===== src/rtl/vmem_seq_pkg.sv =====
// Shared types and constants for the vector memory address sequencer.
// Assumes width codes are log2 of the byte count (0..3).
package vmem_seq_pkg;
    localparam int NF_W  = 3;  // segment field counter width (up to 8 fields)
    localparam int REG_W = 5;  // register number width (32 registers)

    typedef enum logic [1:0] {
        VM_UNIT   = 2'd0,
        VM_STRIDE = 2'd1,
        VM_INDEX  = 2'd2,
        VM_RSVD   = 2'd3
    } vmode_e;

    typedef struct packed {
        vmode_e            mode;
        logic [NF_W-1:0]   nf_m1;
        logic [1:0]        eew;
        logic [1:0]        sew;
        logic [1:0]        emul_lg;
        logic [1:0]        lmul_lg;
        logic [REG_W-1:0]  vd;
        logic              mask_en;
    } vcfg_t;
endpackage


===== src/rtl/vmem_seq_ctrl.sv =====
// Element/field walker. Steps through elements from a resume point up to
// the vector length and fields within each element. It skips masked-off
// elements and waits on backpressure. It assumes the latched length, field
// count and mask enable are stable from the cycle after the capture pulse.
module vmem_seq_ctrl
    import vmem_seq_pkg::*;
#(
    parameter int VL_W = 8
) (
    input  logic             clk,
    input  logic             rst_n,
    input  logic             start,
    input  logic [VL_W-1:0]  vstart_in,
    input  logic [VL_W-1:0]  vl_q,
    input  logic [NF_W-1:0]  nf_m1_q,
    input  logic             mask_en_q,
    input  logic             mask_bit,
    input  logic             req_ready,
    output logic             cap,
    output logic [VL_W-1:0]  elem,
    output logic [NF_W-1:0]  fld,
    output logic             req_valid,
    output logic             done,
    output logic [VL_W-1:0]  vstart_out
);
    logic            run_q;
    logic [VL_W-1:0] elem_q;
    logic [NF_W-1:0] fld_q;
    logic            fin, active, skip, last_fld;

    // Decode the walk status of the current cycle
    always_comb begin
        cap       = !run_q && start;
        fin       = run_q && (elem_q >= vl_q);
        active    = run_q && !fin;
        skip      = active && mask_en_q && !mask_bit;
        req_valid = active && !skip;
        last_fld  = (fld_q == nf_m1_q);
    end

    // Advance the element and field counters
    always_ff @(posedge clk) begin
        if (!rst_n) begin
            run_q  <= 1'b0;
            elem_q <= '0;
            fld_q  <= '0;
        end else if (cap) begin
            run_q  <= 1'b1;
            elem_q <= vstart_in;
            fld_q  <= '0;
        end else if (fin) begin
            run_q  <= 1'b0;
            fld_q  <= '0;
        end else if (skip) begin
            elem_q <= elem_q + VL_W'(1);
            fld_q  <= '0;
        end else if (req_valid && req_ready) begin
            if (last_fld) begin
                elem_q <= elem_q + VL_W'(1);
                fld_q  <= '0;
            end else begin
                fld_q  <= fld_q + NF_W'(1);
            end
        end
    end

    // Expose progress and the completion pulse
    always_comb begin
        elem       = elem_q;
        fld        = fld_q;
        done       = fin;
        vstart_out = active ? elem_q : '0;
    end
endmodule


===== src/rtl/vmem_idx_ext.sv =====
// Index zero-extender. Keeps the low 8/16/32/64 bits of the raw index
// value, as chosen by the width code, and widens the result to the
// address width. It assumes the width code is 0..3.
module vmem_idx_ext #(
    parameter int IDX_W  = 64,
    parameter int ADDR_W = 64
) (
    input  logic [IDX_W-1:0]  raw,
    input  logic [1:0]        wsel,
    output logic [ADDR_W-1:0] off
);
    logic [ADDR_W-1:0] cand [4];

    for (genvar k = 0; k < 4; k++) begin : g_w
        localparam int EW = 8 << k;
        if (EW < IDX_W) begin : g_cut
            assign cand[k] = ADDR_W'(raw[EW-1:0]);
        end else begin : g_full
            assign cand[k] = ADDR_W'(raw);
        end
    end

    // Pick the candidate for the selected index width
    always_comb off = cand[wsel];
endmodule


===== src/rtl/vmem_addr_gen.sv =====
// Address and size generator for one beat. It combines the base, the mode
// specific element offset and the field offset. It assumes the element and
// field come from the walker and the index offset is already zero-extended.
// Strided products are taken modulo 2^ADDR_W, which equals signed wrap.
module vmem_addr_gen
    import vmem_seq_pkg::*;
#(
    parameter int ADDR_W = 64,
    parameter int VL_W   = 8
) (
    input  vmode_e            mode,
    input  logic [ADDR_W-1:0] base,
    input  logic [ADDR_W-1:0] stride,
    input  logic [VL_W-1:0]   elem,
    input  logic [NF_W-1:0]   fld,
    input  logic [NF_W-1:0]   nf_m1,
    input  logic [1:0]        eew,
    input  logic [1:0]        sew,
    input  logic [ADDR_W-1:0] idx_off,
    output logic [ADDR_W-1:0] addr,
    output logic [1:0]        size
);
    logic [ADDR_W-1:0] elem_x, nf_cnt, seq, fld_step;

    // Form the byte address and size for the current beat
    always_comb begin
        elem_x   = ADDR_W'(elem);
        nf_cnt   = ADDR_W'(nf_m1) + ADDR_W'(1);
        seq      = elem_x * nf_cnt + ADDR_W'(fld);
        fld_step = ADDR_W'(fld) << ((mode == VM_INDEX) ? sew : eew);
        unique case (mode)
            VM_STRIDE: addr = base + stride * elem_x + fld_step;
            VM_INDEX:  addr = base + idx_off + fld_step;
            default:   addr = base + (seq << eew);
        endcase
        size = (mode == VM_INDEX) ? sew : eew;
    end
endmodule


===== src/rtl/vmem_addr_seq.sv =====
// Vector memory address sequencer top. It captures one instruction's
// configuration on an accepted start and issues a request beat for every
// field of every active element. Assumes the instruction is legal and that
// mask_bit and idx_raw answer elem_sel within the same cycle.
module vmem_addr_seq
    import vmem_seq_pkg::*;
#(
    parameter int ADDR_W = 64,
    parameter int VL_W   = 8,
    parameter int IDX_W  = 64
) (
    input  logic              clk,
    input  logic              rst_n,
    input  logic              start,
    input  logic [1:0]        mode_in,
    input  logic [ADDR_W-1:0] base_in,
    input  logic [ADDR_W-1:0] stride_in,
    input  logic [2:0]        nf_m1_in,
    input  logic [1:0]        eew_in,
    input  logic [1:0]        sew_in,
    input  logic [1:0]        emul_lg_in,
    input  logic [1:0]        lmul_lg_in,
    input  logic [4:0]        vd_in,
    input  logic              mask_en_in,
    input  logic [VL_W-1:0]   vl_in,
    input  logic [VL_W-1:0]   vstart_in,
    output logic [VL_W-1:0]   elem_sel,
    input  logic              mask_bit,
    input  logic [IDX_W-1:0]  idx_raw,
    output logic              req_valid,
    input  logic              req_ready,
    output logic [ADDR_W-1:0] req_addr,
    output logic [1:0]        req_size,
    output logic [4:0]        req_reg,
    output logic [VL_W-1:0]   req_elem,
    output logic [VL_W-1:0]   vstart_out,
    output logic              done
);
    vcfg_t             cfg_q;
    logic [ADDR_W-1:0] base_q, stride_q, idx_off;
    logic [VL_W-1:0]   vl_q, elem;
    logic [NF_W-1:0]   fld;
    logic              cap;
    logic [1:0]        grp;
    logic [REG_W-1:0]  reg_step;

    // Capture the instruction configuration when a start is accepted
    always_ff @(posedge clk) begin
        if (!rst_n) begin
            cfg_q    <= '0;
            base_q   <= '0;
            stride_q <= '0;
            vl_q     <= '0;
        end else if (cap) begin
            cfg_q.mode    <= vmode_e'(mode_in);
            cfg_q.nf_m1   <= nf_m1_in;
            cfg_q.eew     <= eew_in;
            cfg_q.sew     <= sew_in;
            cfg_q.emul_lg <= emul_lg_in;
            cfg_q.lmul_lg <= lmul_lg_in;
            cfg_q.vd      <= vd_in;
            cfg_q.mask_en <= mask_en_in;
            base_q        <= base_in;
            stride_q      <= stride_in;
            vl_q          <= vl_in;
        end
    end

    vmem_seq_ctrl #(.VL_W(VL_W)) u_ctrl (
        .clk        (clk),
        .rst_n      (rst_n),
        .start      (start),
        .vstart_in  (vstart_in),
        .vl_q       (vl_q),
        .nf_m1_q    (cfg_q.nf_m1),
        .mask_en_q  (cfg_q.mask_en),
        .mask_bit   (mask_bit),
        .req_ready  (req_ready),
        .cap        (cap),
        .elem       (elem),
        .fld        (fld),
        .req_valid  (req_valid),
        .done       (done),
        .vstart_out (vstart_out)
    );

    vmem_idx_ext #(.IDX_W(IDX_W), .ADDR_W(ADDR_W)) u_idx (
        .raw  (idx_raw),
        .wsel (cfg_q.eew),
        .off  (idx_off)
    );

    vmem_addr_gen #(.ADDR_W(ADDR_W), .VL_W(VL_W)) u_agen (
        .mode    (cfg_q.mode),
        .base    (base_q),
        .stride  (stride_q),
        .elem    (elem),
        .fld     (fld),
        .nf_m1   (cfg_q.nf_m1),
        .eew     (cfg_q.eew),
        .sew     (cfg_q.sew),
        .idx_off (idx_off),
        .addr    (req_addr),
        .size    (req_size)
    );

    // Target register: field number scaled by the mode's group size
    always_comb begin
        grp      = (cfg_q.mode == VM_INDEX) ? cfg_q.lmul_lg : cfg_q.emul_lg;
        reg_step = REG_W'(fld) << grp;
        req_reg  = cfg_q.vd + reg_step;
        req_elem = elem;
        elem_sel = elem;
    end
endmodule


===== config.mk =====
export PLATFORM = sky130hd
export DESIGN_NAME = vmem_addr_seq
export DESIGN_NICKNAME = d
export VERILOG_FILES = /design/src/rtl/vmem_seq_pkg.sv /design/src/rtl/vmem_seq_ctrl.sv /design/src/rtl/vmem_idx_ext.sv /design/src/rtl/vmem_addr_gen.sv /design/src/rtl/vmem_addr_seq.sv
export SDC_FILE = /design/constraint.sdc
export NUM_CORES = 2
export LEC_CHECK = 0
export BUFFER_PORTS_ARGS = -buffer_cell sky130_fd_sc_hd__buf_2
export CORE_MARGIN = 3
export CORE_UTILIZATION = 25
export DETAILED_ROUTE_END_ITERATION = 12
export GPL_TIMING_DRIVEN = 0
export SLEW_MARGIN = 40
export SYNTH_ARGS = -nofsm -noshare
export SYNTH_HDL_FRONTEND = slang
export SYNTH_HIERARCHICAL = 1
export SYNTH_SLANG_ARGS = --single-unit

===== constraint.sdc =====
create_clock -name clk -period 8 [get_ports clk]
set_input_delay 0.4 -clock clk [delete_from_list [all_inputs] [get_ports clk]]
set_output_delay 0.4 -clock clk [all_outputs]
set_load 0.005 [all_outputs]

After elaboration in Yosys (flattened, before gate mapping)

Cells that the tools add are included.
W data, S select, Z words.

Equality and inequality tests: 4
Magnitude comparators: 2
$mul: 2
Bitwise logic cells: 2
Shifts and indexed selects: 3
Reduce and logical (&&, ||, !) cells: 16
Add/sub/neg operators: 10
Mux-type cells: 15

Operators with widths:

| cell                  | number |
|---|---|
| $add A64 B64 Y64      | 5 |
| $bmux W64 S2          | 1 |
| $mux W64              | 2 |
| $pmux W64 S2          | 1 |
| $add A64 B3 Y64       | 1 |
| $mul A64 B8 Y64       | 1 |
| $mul A8 B64 Y64       | 1 |
| $shl A3 B2 Y64        | 1 |
| $shl A64 B2 Y64       | 1 |
| $mux W8               | 6 |
| $add A8 B1 Y8 const B | 1 |
| $ge A8 B8 Y1          | 1 |
| $logic_and A1 B1 Y1   | 7 |
| $reduce_bool A3 Y1    | 2 |
| $add A5 B5 Y5         | 1 |
| $shl A3 B2 Y5         | 1 |
| $add A3 B1 Y4 const B | 1 |
| $logic_not A1 Y1      | 4 |
| $mux W2               | 2 |
| $reduce_or A4 Y1      | 1 |
| $add A3 B1 Y3 const B | 1 |
| $eq A3 B3 Y1          | 1 |
| $ge A3 B3 Y1 const B  | 1 |
| $mux W3               | 1 |
| other kinds (8)       | 9 |

Flip-flop bits (word level): 167
Input bits: 232

Depth between registers and ports, before layout

Depth in word-level cells: 13
Gate-level depth with buffers: 32
Depth with buffers taken out: 31

By module

Netlist, hierarchy kept.

By module, submodules not included:

| module        | area each (sq um) | cells an instance | times used | seq. area each (sq um) |
|---|---|---|---|---|
| vmem_addr_gen | 25614.6           | 3116              | 1          | 0.0 |
| vmem_addr_seq | 6164.7            | 545               | 1          | 3103.0 |
| vmem_seq_ctrl | 1064.8            | 134               | 1          | 240.2 |
| vmem_idx_ext  | 501.7             | 74                | 1          | 0.0 |

Worst setup path after synthesis

Ideal clock, no wire load.

Path kind: reg-to-output
Start: register u_ctrl.elem_q[0] (netlist: u_ctrl/elem[0])
End: output req_addr[63]
Arrival: 6.364 ns
Required time: 7.600 ns
Cell stages (with the launch flop): 31
Path slack: 1.236 ns
Path buffers: 3
Cells stage by stage: dfxtp_1 > clkbuf_1 > clkbuf_1 > clkbuf_1 > nand2_1 > fa_1 > inv_1 > fa_1 > ha_1 > ha_1 > a21o_1 > a21oi_1 > o21bai_1 > a21oi_1 > o21bai_1 > a21oi_1 > o21ai_0 > xnor2_1 > o21ai_0 > nor2_1 > a21oi_1 > ha_1 > and3_1 > and4_1 > and4_1 > o2111a_1 > o2111ai_1 > or4_1 > xnor2_1 > a21oi_1 > nand3_2

Cells in the longest elaborated chain, start to end: 5
Elaborated cells between the ends (all ways): 8
Classes of those cells: add/sub (4); mul (2); shift (1); mux (1)

RTL lines:

| what                   | RTL line            | RTL |
|---|---|---|
| from (decl)            | vmem_seq_ctrl.sv:27 | `logic [VL_W-1:0] elem_q;` |
| from (signal assigned) | vmem_seq_ctrl.sv:49 | `elem_q <= vstart_in;` |
| from (signal assigned) | vmem_seq_ctrl.sv:55 | `elem_q <= elem_q + VL_W'(1);` |
| from (signal assigned) | vmem_seq_ctrl.sv:59 | `elem_q <= elem_q + VL_W'(1);` |
| $mul A8 B64 Y64        | vmem_addr_gen.sv:29 | `seq = elem_x * nf_cnt + ADDR_W'(fld);` |
| $add A64 B3 Y64        | vmem_addr_gen.sv:29 |  |
| $shl A64 B2 Y64        | vmem_addr_gen.sv:34 | `default: addr = base + (seq << eew);` |
| $add A64 B64 Y64       | vmem_addr_gen.sv:34 |  |
| $pmux W64 S2 *         | vmem_addr_gen.sv:31 | `unique case (mode)` |
| to (decl)              | vmem_addr_seq.sv:32 | `output logic [ADDR_W-1:0] req_addr,` |

Every way passes the cells marked *; elsewhere a longest branch is shown, timed or not.

Worst setup path in the final report

Start: register u_ctrl.elem_q[4] (netlist: u_ctrl/elem[4])
End: output req_addr[58]

The elaborated chain is that of the path after synthesis.

==> reports/summary.txt <==
Hold Buf Count CTS - 0
IO Pins - 329
Cell count after placement - 5945
Synth warn - 6
Power per standard cell area - 114 nW/um2
Most frequent cell after synthesis - inv_1
Filler cells - 14126
First-pass iteration count of the detailed router - 5
Worst Hold Class - in -> reg
Arr. time, crit path - 7.42 ns
DR WL/cell - 22.1 um
Async SR Flop Fraction - 0
Largest net degree at the start of global routing - 19
Clock Tree Root - clkbuf_16
Routed WL - 133000 um
Layout cells sized above 1 - 0.145
Hpwl dp - 110000 um
Initial Util - 0.253
Total CTS buffers - 17
Die width - 371 um
Port Buffers - 320
Setup TNS - 0 ns
Detail Route Antenna Nets - 0
Max cap viols - 0
TritonCTS clock tree - done
Worst VDD drop - 0.000192 V
Max-slew violation count - 0
Post-route DRC - 0
Leak - 18.6 nW
Post-synthesis sequential area ratio - 0.100
Core area - 132000 um2
Die height - 371 um
Via density - 4.85
Worst Setup End Kind - primary output
Synthesized area - 33300 um2
Design Power - 4.43 mW
Congestion Overflow GR - 0
Clk_lat worst skew - 0.55 ns
Measured slew at the worst slew-check pin - 0.935 ns
Critical path class - reg -> out
Fmax - 0.128 GHz
Slew margin rel. - 0.377
FF+latch count, synth - 167
Post-synth net total - 4852
H-tree Lvls - 4
Clock buffer depth - 2
Final hold violations - 0
Critical path data required time - 7.60 ns
Initial antenna violation count - 29
Non-Filler Instances - 6011
First-pass GRT wire length - 193000 um
GRT Total Usage - 0.191
Final Wtd Congestion - 0.936
Setup violations, final - 0
Vias in the first global route - 29595
Design Area, Final - 38700 um2
Area share of the largest cell type after synthesis - 0.262
Crit path launch type - flop
Multi-input logic area - 27700 um2
Top_reg_cell synth - dfxtp_1
Synth cell types - 95
Tcrit/Tclk final - 0.977
Die area - 138000 um2
Area after DPL - 37200 um2
Synth top area cells - fa_1 26%, ha_1 12%, dfxtp_1 10%
Synth Instances - 3869
Post-synth EDFFs - 0
CTS Sinks - 167
Skew final - 0.0138 ns
Outcome - finished, final reports clean
Row count - 133
R2r setup slk - 5.14 ns
Mapped Avg Cell Area - 8.62 um2
Post-synth top area cell - fa_1
CP Max Fanout - 10
Register area - 3380 um2
Initial detailed-routing violation count - 2190
Synth cell count leaders - 465 x inv_1, 436 x fa_1, 349 x and2_1, 340 x nand2_1, 315 x ha_1
Worst-path clk slew - 0.09 ns
Nets - 5212
Vias post-DR - 29182
Area Overhead vs Synth - 16.1%
Final critical-path required period - 7.82 ns
## power by group
group	total [mW]	switching (mW)	internal (mW)
Clock	0.893	0.469	0.424
Combinational	2.50	1.55	0.944
Sequential	1.04	0.146	0.893
Total	4.43	2.17	2.26
## flip-flops by register name, indices dropped and copies added (netlist names)
register / cells
base_q: 64
cfg_q: 19
u_ctrl/elem: 8
u_ctrl/run_q: 1
vl_q: 8
u_ctrl/fld: 3
stride_q: 64
## stage by stage
stage / util / setup slack [ns] / hold slack, ns
final: 0.293 / 0.181 / 0.111
after global placement: 0.281 / -2.09 / 0.501
after detailed placement: 0.282 / -1.58 / 0.507
after CTS: 0.291 / 0.00732 / 0.0567
after floorplan: - / 1.24 / 0.482
after global routing: 0.293 / -0.0519 / 0.0928
## worst max-delay path: stages (launching register included)
cell	delay [ns]
dfxtp_4	0.43
clkbuf_8	0.25
clkbuf_4	0.28
and2_1	0.17
fa_1	0.45
fa_1	0.52
fa_1	0.49
inv_1	0.05
fa_1	0.48
inv_1	0.05
ha_1	0.27
ha_1	0.38
nand2_1	0.12
nor3_1	0.35
nand3_1	0.28
a311oi_4	0.44
nor4b_4	0.14
o31ai_2	0.43
inv_2	0.06
o21ai_2	0.27
nand3_1	0.17
a32oi_2	0.37
o21ai_1	0.22
buf_2	0.18
## area by class of cell
cell class              instances  share of cell area
clock buffers                  18              0.0113
clock inverters                14             0.00420
multi-input cells            3038               0.716
flip-flops and latches        167              0.0872
inverters                     468              0.0454
diodes                         14            0.000905
plain buffers                 187              0.0301
well taps                    1755              0.0567
repair buffers                350              0.0478
## routing by layer
layer	share of wire	global-route usage
met3	0.098	0.0634
met1	0.42	0.244
met5	0.00066	0
met2	0.45	0.298
met4	0.035	0.0700
## layout by cell type (no fill, tap or decap), types with 92 or more instances in the layout
| cell | n |
|---|---|
| inv_1 | 465 |
| fa_1 | 435 |
| and2_1 | 349 |
| nand2_1 | 339 |
| buf_2 | 335 |
| ha_1 | 308 |
| a21oi_1 | 196 |
| nor2b_1 | 183 |
| mux2i_1 | 177 |
| dfxtp_1 | 156 |
| xnor2_1 | 145 |
| nor2_1 | 95 |
| o21ai_0 | 92 |
## final timing paths
| kind | startpoint | endpoint | cells past startpoint |
|---|---|---|---|
| min | stride_in[63] | stride_q[63] | 3 |
| min reg2reg | stride_q[63] | stride_q[63] | 2 |
| max | u_ctrl/elem[4] | req_addr[58] | 23 |
| max reg2reg | u_ctrl/elem[1] | u_ctrl/elem[4] | 9 |
## cells by family after synthesis
logic type	count (synthesis)	synth area share
xor+xnor	210	0.0554
buf+inv	664	0.0803
mux	181	0.0547
simple gates	1234	0.199
fa+ha+maj	751	0.380
flops	167	0.100
compound gates	662	0.131
## timing repair
action                                  4_1_cts  5_1_grt
endpoints found under the setup margin       54       46
setup buffers                                19        9
gates cloned                                  0        1
pin swaps                                    13       23
gates resized for setup                     129       89
Note: power is estimated with default switching activity, not from simulation.
